## config.mk

```make
export PLATFORM = sky130hd
export DESIGN_NAME = cpwm_crest_timer
export DESIGN_NICKNAME = d
export VERILOG_FILES = /design/src/rtl/cpwm_pkg.sv /design/src/rtl/cpwm_counter.sv /design/src/rtl/cpwm_regs.sv /design/src/rtl/cpwm_phase.sv /design/src/rtl/cpwm_crest_timer.sv
export SDC_FILE = /design/constraint.sdc
export NUM_CORES = 1
export LEC_CHECK = 0
export BUFFER_PORTS_ARGS = -buffer_cell sky130_fd_sc_hd__buf_4
export CAP_MARGIN = 10
export CELL_PAD_IN_SITES_DETAIL_PLACEMENT = 1
export CELL_PAD_IN_SITES_GLOBAL_PLACEMENT = 2
export CORE_MARGIN = 8
export CORE_UTILIZATION = 41
export CTS_CLUSTER_DIAMETER = 30
export DETAILED_ROUTE_END_ITERATION = 8
export GPL_ROUTABILITY_DRIVEN = 1
export HOLD_SLACK_MARGIN = 0.1
export MAX_ROUTING_LAYER = met4
export PLACE_DENSITY = 0.89
export SKIP_LAST_GASP = 1
export SLEW_MARGIN = 20
export SYNTH_ARGS = -nofsm -noshare
export SYNTH_HDL_FRONTEND = slang
export SYNTH_HIERARCHICAL = 1
export SYNTH_SLANG_ARGS = --single-unit
```

## constraint.sdc

```tcl
create_clock -name clk -period 5.5 [get_ports clk]
set_clock_uncertainty 0.15 [all_clocks]
set_input_delay 1.1 -clock clk [delete_from_list [all_inputs] [get_ports clk]]
set_output_delay 1.1 -clock clk [all_outputs]
set_load 0.1 [all_outputs]
```

## src/rtl/cpwm_pkg.sv

```systemverilog
package cpwm_pkg;
  typedef enum logic [1:0] {
    MODE_PLAIN  = 2'b00,
    MODE_ALT    = 2'b01,
    MODE_TROUGH = 2'b10,
    MODE_CREST  = 2'b11
  } cpwm_mode_e;
endpackage

```

## src/rtl/cpwm_counter.sv

```systemverilog
module cpwm_counter #(
  parameter int CNT_W = 16
) (
  input  logic             clk,
  input  logic             rst_n,
  input  logic             run,
  input  logic [CNT_W-1:0] crest,
  output logic [CNT_W-1:0] cnt_q,
  output logic             run_q,
  output logic             crest_evt,
  output logic             trough_evt,
  output logic             crest_flag,
  output logic             trough_flag
);
  logic             up_q, up_d;
  logic [CNT_W-1:0] cnt_d;
  logic             counting;
  logic [CNT_W:0]   top;

  assign counting   = run_q & run;
  assign top        = {1'b0, crest} + {{CNT_W{1'b0}}, 1'b1};
  assign crest_evt  = counting & up_q & (cnt_q == crest);
  assign trough_evt = counting & ~up_q & (cnt_q == {{(CNT_W-1){1'b0}}, 1'b1});

  always_comb begin
    cnt_d = cnt_q;
    up_d  = up_q;
    if (run && !run_q) begin
      cnt_d = '0;
      up_d  = 1'b1;
    end else if (counting) begin
      if (up_q) begin
        if ({1'b0, cnt_q} == top) begin
          cnt_d = crest;
          up_d  = 1'b0;
        end else begin
          cnt_d = cnt_q + 1'b1;
        end
      end else begin
        if (cnt_q == '0) begin
          cnt_d = {{(CNT_W-1){1'b0}}, 1'b1};
          up_d  = 1'b1;
        end else begin
          cnt_d = cnt_q - 1'b1;
        end
      end
    end
  end

  always_ff @(posedge clk or negedge rst_n) begin
    if (!rst_n) begin
      cnt_q       <= '0;
      up_q        <= 1'b1;
      run_q       <= 1'b0;
      crest_flag  <= 1'b0;
      trough_flag <= 1'b0;
    end else begin
      cnt_q       <= cnt_d;
      up_q        <= up_d;
      run_q       <= run;
      crest_flag  <= crest_evt;
      trough_flag <= trough_evt;
    end
  end


  crest_turn_chk: assert property (@(posedge clk) disable iff (!rst_n)
    (run_q && ({1'b0, cnt_q} == top)) |=> (!run_q || cnt_q == $past(crest)));

  crest_flag_pos_chk: assert property (@(posedge clk) disable iff (!rst_n)
    crest_flag |-> (run_q && up_q && ({1'b0, cnt_q} == top)));

  trough_flag_pos_chk: assert property (@(posedge clk) disable iff (!rst_n)
    trough_flag |-> (run_q && !up_q && cnt_q == '0));

  start_zero_chk: assert property (@(posedge clk) disable iff (!rst_n)
    (run && !run_q) |=> (cnt_q == '0 && up_q));
endmodule

```

## src/rtl/cpwm_regs.sv

```systemverilog
module cpwm_regs
  import cpwm_pkg::*;
#(
  parameter int CNT_W  = 16,
  parameter int PHASES = 3,
  parameter int ADDR_W = 3
) (
  input  logic                          clk,
  input  logic                          rst_n,
  input  logic                          running,
  input  logic [1:0]                    mode_in,
  input  logic                          wr_en,
  input  logic [ADDR_W-1:0]             wr_addr,
  input  logic [CNT_W-1:0]              wr_data,
  input  logic                          crest_evt,
  input  logic                          trough_evt,
  output logic [CNT_W-1:0]              crest_q,
  output logic [PHASES-1:0][CNT_W-1:0]  cmp_q
);
  localparam int SEL_ADDR = 2 * PHASES + 1;

  cpwm_mode_e                    mode_q, mode_d;
  logic [PHASES-1:0][CNT_W-1:0]  shd_q, shd_d, cmp_d;
  logic [PHASES-1:0]             sel_q, sel_d;
  logic [CNT_W-1:0]              crest_d;
  logic                          xfer;
  logic                          mode_ok;

  assign xfer    = (mode_q == MODE_CREST  && crest_evt) ||
                   (mode_q == MODE_TROUGH && trough_evt);
  assign mode_ok = !mode_in[1] || (mode_q == MODE_PLAIN) || (mode_in == mode_q);

  always_comb begin
    crest_d = crest_q;
    cmp_d   = cmp_q;
    shd_d   = shd_q;
    sel_d   = sel_q;
    mode_d  = mode_q;
    for (int i = 0; i < PHASES; i++) begin
      if (xfer && sel_q[i]) cmp_d[i] = shd_q[i];
    end
    if (wr_en) begin
      if (wr_addr == '0 && !running) crest_d = wr_data;
      for (int i = 0; i < PHASES; i++) begin
        if (wr_addr == ADDR_W'(i + 1) && !running) cmp_d[i] = wr_data;
        if (wr_addr == ADDR_W'(PHASES + 1 + i))    shd_d[i] = wr_data;
      end
      if (wr_addr == ADDR_W'(SEL_ADDR)) sel_d = wr_data[PHASES-1:0];
    end
    if (!running && mode_ok) mode_d = cpwm_mode_e'(mode_in);
  end

  always_ff @(posedge clk or negedge rst_n) begin
    if (!rst_n) begin
      crest_q <= '0;
      cmp_q   <= '0;
      shd_q   <= '0;
      sel_q   <= '0;
      mode_q  <= MODE_PLAIN;
    end else begin
      crest_q <= crest_d;
      cmp_q   <= cmp_d;
      shd_q   <= shd_d;
      sel_q   <= sel_d;
      mode_q  <= mode_d;
    end
  end


  crest_lock_chk: assert property (@(posedge clk) disable iff (!rst_n)
    running |=> $stable(crest_q));

  mode_lock_chk: assert property (@(posedge clk) disable iff (!rst_n)
    running |=> $stable(mode_q));

  cmp_hold_chk: assert property (@(posedge clk) disable iff (!rst_n)
    (running && !crest_evt && !trough_evt) |=> $stable(cmp_q));
endmodule

```

## src/rtl/cpwm_phase.sv

```systemverilog
module cpwm_phase #(
  parameter int CNT_W = 16
) (
  input  logic             running,
  input  logic [CNT_W-1:0] cnt,
  input  logic [CNT_W-1:0] cmp,
  output logic             out_p,
  output logic             out_n
);
  logic above;

  assign above = cnt > cmp;
  assign out_p = running & above;
  assign out_n = running & ~above;
endmodule

```

## src/rtl/cpwm_crest_timer.sv

```systemverilog
module cpwm_crest_timer #(
  parameter int CNT_W  = 16,
  parameter int PHASES = 3,
  parameter int ADDR_W = $clog2(2 * PHASES + 2)
) (
  input  logic              clk,
  input  logic              rst_n,
  input  logic              run,
  input  logic [1:0]        mode,
  input  logic              wr_en,
  input  logic [ADDR_W-1:0] wr_addr,
  input  logic [CNT_W-1:0]  wr_data,
  output logic [PHASES-1:0] pwm_p,
  output logic [PHASES-1:0] pwm_n,
  output logic              crest_flag,
  output logic              trough_flag
);
  logic [1:0]                   rst_sync_q;
  logic                         rst_s;
  logic [CNT_W-1:0]             cnt;
  logic                         running;
  logic                         crest_evt, trough_evt;
  logic [CNT_W-1:0]             crest;
  logic [PHASES-1:0][CNT_W-1:0] cmp;

  always_ff @(posedge clk or negedge rst_n) begin
    if (!rst_n) rst_sync_q <= 2'b00;
    else        rst_sync_q <= {rst_sync_q[0], 1'b1};
  end
  assign rst_s = rst_sync_q[1];

  cpwm_counter #(.CNT_W(CNT_W)) u_cnt (
    .clk(clk), .rst_n(rst_s), .run(run), .crest(crest),
    .cnt_q(cnt), .run_q(running), .crest_evt(crest_evt), .trough_evt(trough_evt),
    .crest_flag(crest_flag), .trough_flag(trough_flag)
  );

  cpwm_regs #(.CNT_W(CNT_W), .PHASES(PHASES), .ADDR_W(ADDR_W)) u_regs (
    .clk(clk), .rst_n(rst_s), .running(running), .mode_in(mode),
    .wr_en(wr_en), .wr_addr(wr_addr), .wr_data(wr_data),
    .crest_evt(crest_evt), .trough_evt(trough_evt),
    .crest_q(crest), .cmp_q(cmp)
  );

  for (genvar g = 0; g < PHASES; g++) begin : g_phase
    cpwm_phase #(.CNT_W(CNT_W)) u_ph (
      .running(running), .cnt(cnt), .cmp(cmp[g]),
      .out_p(pwm_p[g]), .out_n(pwm_n[g])
    );
  end
endmodule

```

* Word-level counts from Yosys, hierarchy flattened *
Cells that the tools add are included.
W data, S select, Z words.

operators by class
  mux-type cells = 17
  div/mod/pow operators = 0
  add/subtract/negate cells = 3
  equal/unequal tests = 13
  magnitude comparators = 3
  multiply operators = 0
  reduce and logical (&&, ||, !) cells = 25
  shift-type cells = 0
  bitwise operators = 15

operators by type and width
  kind                     count
  $mux W16                 11
  $gt A16 B16 Y1           3
  $mux W48                 1
  $add A16 B1 Y17 const B  1
  $eq A16 B17 Y1           1
  $add A16 B1 Y16 const B  1
  $eq A16 B1 Y1 const B    1
  $eq A16 B16 Y1           1
  $logic_not A16 Y1        1
  $sub A16 B1 Y16 const B  1
  $eq A3 B3 Y1 const B     4
  $and A1 B1 Y1            11
  $logic_and A1 B1 Y1      11
  $reduce_and A2 Y1        5
  $eq A3 B2 Y1 const B     2
  $mux W1                  5
  $eq A2 B2 Y1 const B     2
  $not A1 Y1               4
  $eq A3 B1 Y1 const B     1
  $logic_not A3 Y1         1
  $logic_or A1 B1 Y1       3
  $eq A2 B2 Y1             1
  $logic_not A1 Y1         2
  $logic_not A2 Y1         1
  $reduce_bool A2 Y1       1

word-level totals
  latch bits = 0
  bits in writable memories = 0
  logic and storage cells = 91
  memory bits (read-only) = 0
  flip-flop bits (word level) = 139
  input port bits = 25
  memories kept = 0
  output and inout port bits = 8

* Logic depth before layout (Yosys ltp) *
  word-level depth = 9
  depth in mapped cells = 11
  depth with buffers taken out = 9

* By module *
Netlist, hierarchy kept.

modules (own cells, without submodules)
  module            instances  area each (um2)  cells an instance  seq. area each (um2)
  cpwm_regs         1          5167.5           449                2927.8
  cpwm_counter      1          2263.4           295                501.7
  cpwm_phase        3          462.9            62                 0.0
  cpwm_crest_timer  1          53.8             3                  50.0

* Worst setup path after synthesis *
No wires, ideal clock.

  kind = reg2out
  from = register u_cnt.cnt_q[13]
  to = output pwm_n[0]
  arrival time = 3.655 ns
  stages on the path, launching flop included = 6
  setup slack = 0.595 ns
  cells stage by stage = dfrtp_1 ha_1 a21oi_2 o211ai_1 a2111o_1 o31ai_1

between the ends
  word-level cells in the longest chain between the ends = 3

ends and longest elaborated chain
  element                 line                    text
  from (decl)             cpwm_counter.sv:8       output logic [CNT_W-1:0] cnt_q,
  from (signal assigned)  cpwm_counter.sv:58      cnt_q <= cnt_d;
  $gt A16 B16 Y1          cpwm_phase.sv:12        assign above = cnt > cmp;
  $not A1 Y1              cpwm_phase.sv:14        assign out_n = running & ~above;
  $and A1 B1 Y1           cpwm_phase.sv:14
  to (decl)               cpwm_crest_timer.sv:14  output logic [PHASES-1:0] pwm_n,

No other way between the ends.

* Worst setup path in the final report *
  from = register u_cnt.cnt_q[11]
  to = output pwm_n[0]

Same word-level chain as after synthesis.

==> impl_metrics.csv <==
group,metric,value,unit
run_status,status,"finished, final reports clean",
worst_setup_path,startpoint_type,"register",
logic_synthesis,ys_seq_area_share,39.2,%
logic_synthesis,synth_seq_cells,139,
global_routing,grt_overflow_total,0,
logic_synthesis,yosysWarnings,6,
timing,worst_pin_slew,1080,ps
min_path,hp-class,"reg2async",
finish,areaGrowthSynthToFinish,10.4,%
worst_setup_path,criticalPathCategory,"reg2out",
worst_setup_path,critPathArrivalTime,2980,ps
power_and_ir_drop,power_density,372,nW/um^2
power_and_ir_drop,switching_power,1.40,mW
logic_synthesis,ys_async_sr_fraction,100,%
cts,clockRootBuffer,"clkbuf_16",
logic_synthesis,syn_avg_cell_area,9.51,um^2
logic_synthesis,postSynthNetCount,1011,
worst_setup_path,ff2ff_setup_slack,1550,ps
drt,drt_pass1_iterations,5,
finish,antenna_cells,0,
logic_synthesis,synthSimpleGateAreaFrac,18.3,%
power_and_ir_drop,p_sw_share,38.3,%
place,io_buffers,32,
place,dp_hpwl,19100,um
worst_setup_path,crit_path_start,"u_cnt/cnt_q[11]",
floorplanning,design.die.area,26600,um^2
power_and_ir_drop,irDropWorstVdd,0.183,mV
global_routing,grt_max_degree,49,
worst_setup_path,worstPathRequired,4250,ps
worst_setup_path,cp-endpoint,"pwm_n[0]",
cts,postCtsSetupRepairBufs,0,
timing,rsz0062_at_grt,"false",
global_routing,antenna_found_initial,0,
drt,drc,0,
cts,cts.clk_slew.worst_paths,70,ps
floorplanning,die_w,163,um
global_routing,grt_pass1_wl,46000,um
worst_setup_path,path_max_fanout,14,
power_and_ir_drop,p_seq_share,42.1,%
finish,fill_cells,2459,
logic_synthesis,synthAdderAreaFrac,7.47,%
timing,slew_headroom,27.3,%
global_routing,met2_usage,34.6,%
worst_setup_path,setup.worst_path.end_class,"output pin",
logic_synthesis,synth_compound_area_share,15.0,%
global_routing,grt.total_usage,22.9,%
logic_synthesis,synthXorXnorAreaFrac,3.45,%
cts,cts_buffers,17,
logic_synthesis,muxShareOfSynthArea,10.4,%
worst_setup_path,cp_cell_sequence,"ha_1, a21oi_1, nor2_1, a2111o_1, o31ai_1, buf_4",
global_routing,busiest_layer,"met2",
logic_synthesis,synth-edff-count,0,
worst_setup_path,r2r-start,"u_cnt/run_q",
finish,final_common_cell,"dfrtp_1",
finish,nets,1000,
cts,clk_latency,430,ps
logic_synthesis,netlist_instances,933,
power_and_ir_drop,p_int,2.25,mW
drt,wl_per_cell,23.8,um
global_routing,use_met1,30.8,%
timing,fin_hold_ws,206,ps
timing,fin_setup_tns,0,ps
worst_setup_path,worst_r2r_endpoint,"u_regs/cmp_q[16]",
finish,multi_input_area,4880,um^2
global_routing,first_global_vias,7908,
timing,fin_crit,4230,ps
finish,drive_gt1_share,17.6,%
floorplanning,start_util,41.2,%
cts,ctsResizeCount,0,
worst_setup_path,max_stage_delay,810,ps
cts,clockBufferDepth,2,
cts,cts_tree,"built",
logic_synthesis,synth.distinct_cells,71,
logic_synthesis,synth_top_family_by_area,"simple AND/OR/NAND/NOR gates",
timing,setup_viol,0,
timing,slew_viol_final,0,
floorplanning,die_y,163,um
cts,cts.sinks,139,
cts,cts_max_level,4,
power_and_ir_drop,p_leak,4.28,nW
cts,cts_hold_buf,0,
drt,finalWirelength,29000,um
floorplanning,boundaryPins,33,
logic_synthesis,synth_area,8870,um^2
power_and_ir_drop,p_clk_share,30.4,%
floorplanning,core,21600,um^2
drt,via_per_inst,6.22,
global_routing,met3_usage,3.33,%
floorplanning,rows,54,
finish,regArea,3480,um^2
job,maxCapViolCount,0,
timing,fin_crit_sh,77.0,%
finish,layout_common_cells,"dfrtp_1 (137), inv_1 (61), o21ai_0 (60), nand4_1 (60)",
logic_synthesis,ys.flop_type,"dfrtp_1",
drt,vias,7560,
timing,hold_violations,0,
drt,drtIter0Drc,714,
power_and_ir_drop,comb_power_share,27.5,%
drt,ant_nets,0,
place,routabilityCongestion,0.863,
worst_setup_path,reg2regPathDepth,5,
worst_setup_path,cp_slowest_cell,"dfrtp_1",
timing,fmax,0.236,GHz
-- power groups by stage --
stage	Sequential, mW	Combinational, mW	Clock, mW
2_1_floorplan	1.38	0.789	0
3_3_place_gp	1.53	0.952	0
3_5_place_dp	1.54	0.982	0
4_1_cts	1.53	0.996	1.13
5_1_grt	1.57	1.11	1.17
6_report	1.54	1.01	1.11
-- kinds of logic after synthesis --
family | count (synthesis)
other cells | 1
compound gates | 208
simple gates | 285
flops | 139
xor+xnor | 35
fa+ha+maj | 53
buf+inv | 132
mux | 80
-- through the flow --
step           power (mW)  utilization, %  worst slack [ps]  cell area [um^2]  instances
5_1_grt              3.85            45.5              1180              9800       1215
3_3_place_gp         2.48            42.9              1510              9240       1183
6_report             3.65            45.5              1270              9800       1215
2_1_floorplan        2.17               -               595              8870        933
4_1_cts              3.65            45.5              1270              9800       1215
3_5_place_dp         2.53            42.9              1380              9240       1183
-- synthesized netlist by cell type (8+ instances only) --
cell | number | area (um^2)
ha_1 | 53 | 663
mux2i_1 | 10 | 100
o21ai_0 | 60 | 300
o21ai_1 | 12 | 60.1
nor3_1 | 58 | 290
mux2_2 | 58 | 653
nor4_1 | 11 | 68.8
xnor2_1 | 15 | 131
nand3_1 | 19 | 95.1
nand4_1 | 60 | 375
a21oi_1 | 26 | 130
dfrtp_1 | 138 | 3450
o31ai_1 | 8 | 60.1
a31oi_1 | 51 | 319
xor2_1 | 20 | 175
nand2_1 | 41 | 154
inv_1 | 61 | 229
clkbuf_1 | 58 | 218
mux2_4 | 10 | 150
and3_1 | 11 | 68.8
nor2_1 | 26 | 97.6
-- worst max-delay path: cells and delay by family, from the launching register on --
kind | cells | cell delay (ps)
buffers and inverters | 1 | 370
flip-flops | 1 | 810
AO/OA/AOI/OAI | 3 | 920
AND/OR/NAND/NOR | 1 | 80
adder cells (fa/ha/maj) | 1 | 380
-- metal layers --
| layer | wire length [um] | vias to the layer above |
|---|---|---|
| met5 | 0 | - |
| met4 | 850 | 0 |
| met1 | 13500 | 3852 |
| li1 | - | 3435 |
| met3 | 1360 | 56 |
| met2 | 13200 | 217 |
-- worst min path at each step --
stage                  startpoint         endpoint  slack [ps]  cells past startpoint
finish              rst_sync_q[1]  u_regs/shd_q[1]         210                      0
global route        rst_sync_q[0]    rst_sync_q[1]         230                      0
global placement    rst_sync_q[0]    rst_sync_q[1]         190                      0
CTS                 rst_sync_q[0]    rst_sync_q[1]         210                      0
detailed placement  rst_sync_q[0]    rst_sync_q[1]         190                      0
floorplan           rst_sync_q[0]    rst_sync_q[1]         180                      0
-- sequential cells by signal, indices dropped and copies added, names as in the netlist --
name / cells
u_regs/mode_q: 2
u_cnt/run_q: 1
rst_sync_q: 2
u_cnt/up_q: 1
u_regs/shd_q: 48
u_regs/crest_q: 16
u_cnt/trough_flag: 1
u_regs/cmp_q: 48
u_cnt/crest_flag: 1
u_cnt/cnt_q: 16
u_regs/sel_q: 3
-- cell type report --
| type | instances | share of cell area [%] |
|---|---|---|
| tap | 280 | 3.57 |
| sequential | 139 | 35.5 |
| timing repair buffer | 40 | 3.06 |
| clock buffer | 18 | 4.38 |
| clock inverter | 14 | 1.31 |
| multi-input combinational | 662 | 49.8 |
| inverter | 62 | 2.37 |
No activity file was read; power rests on OpenSTA's default activity.
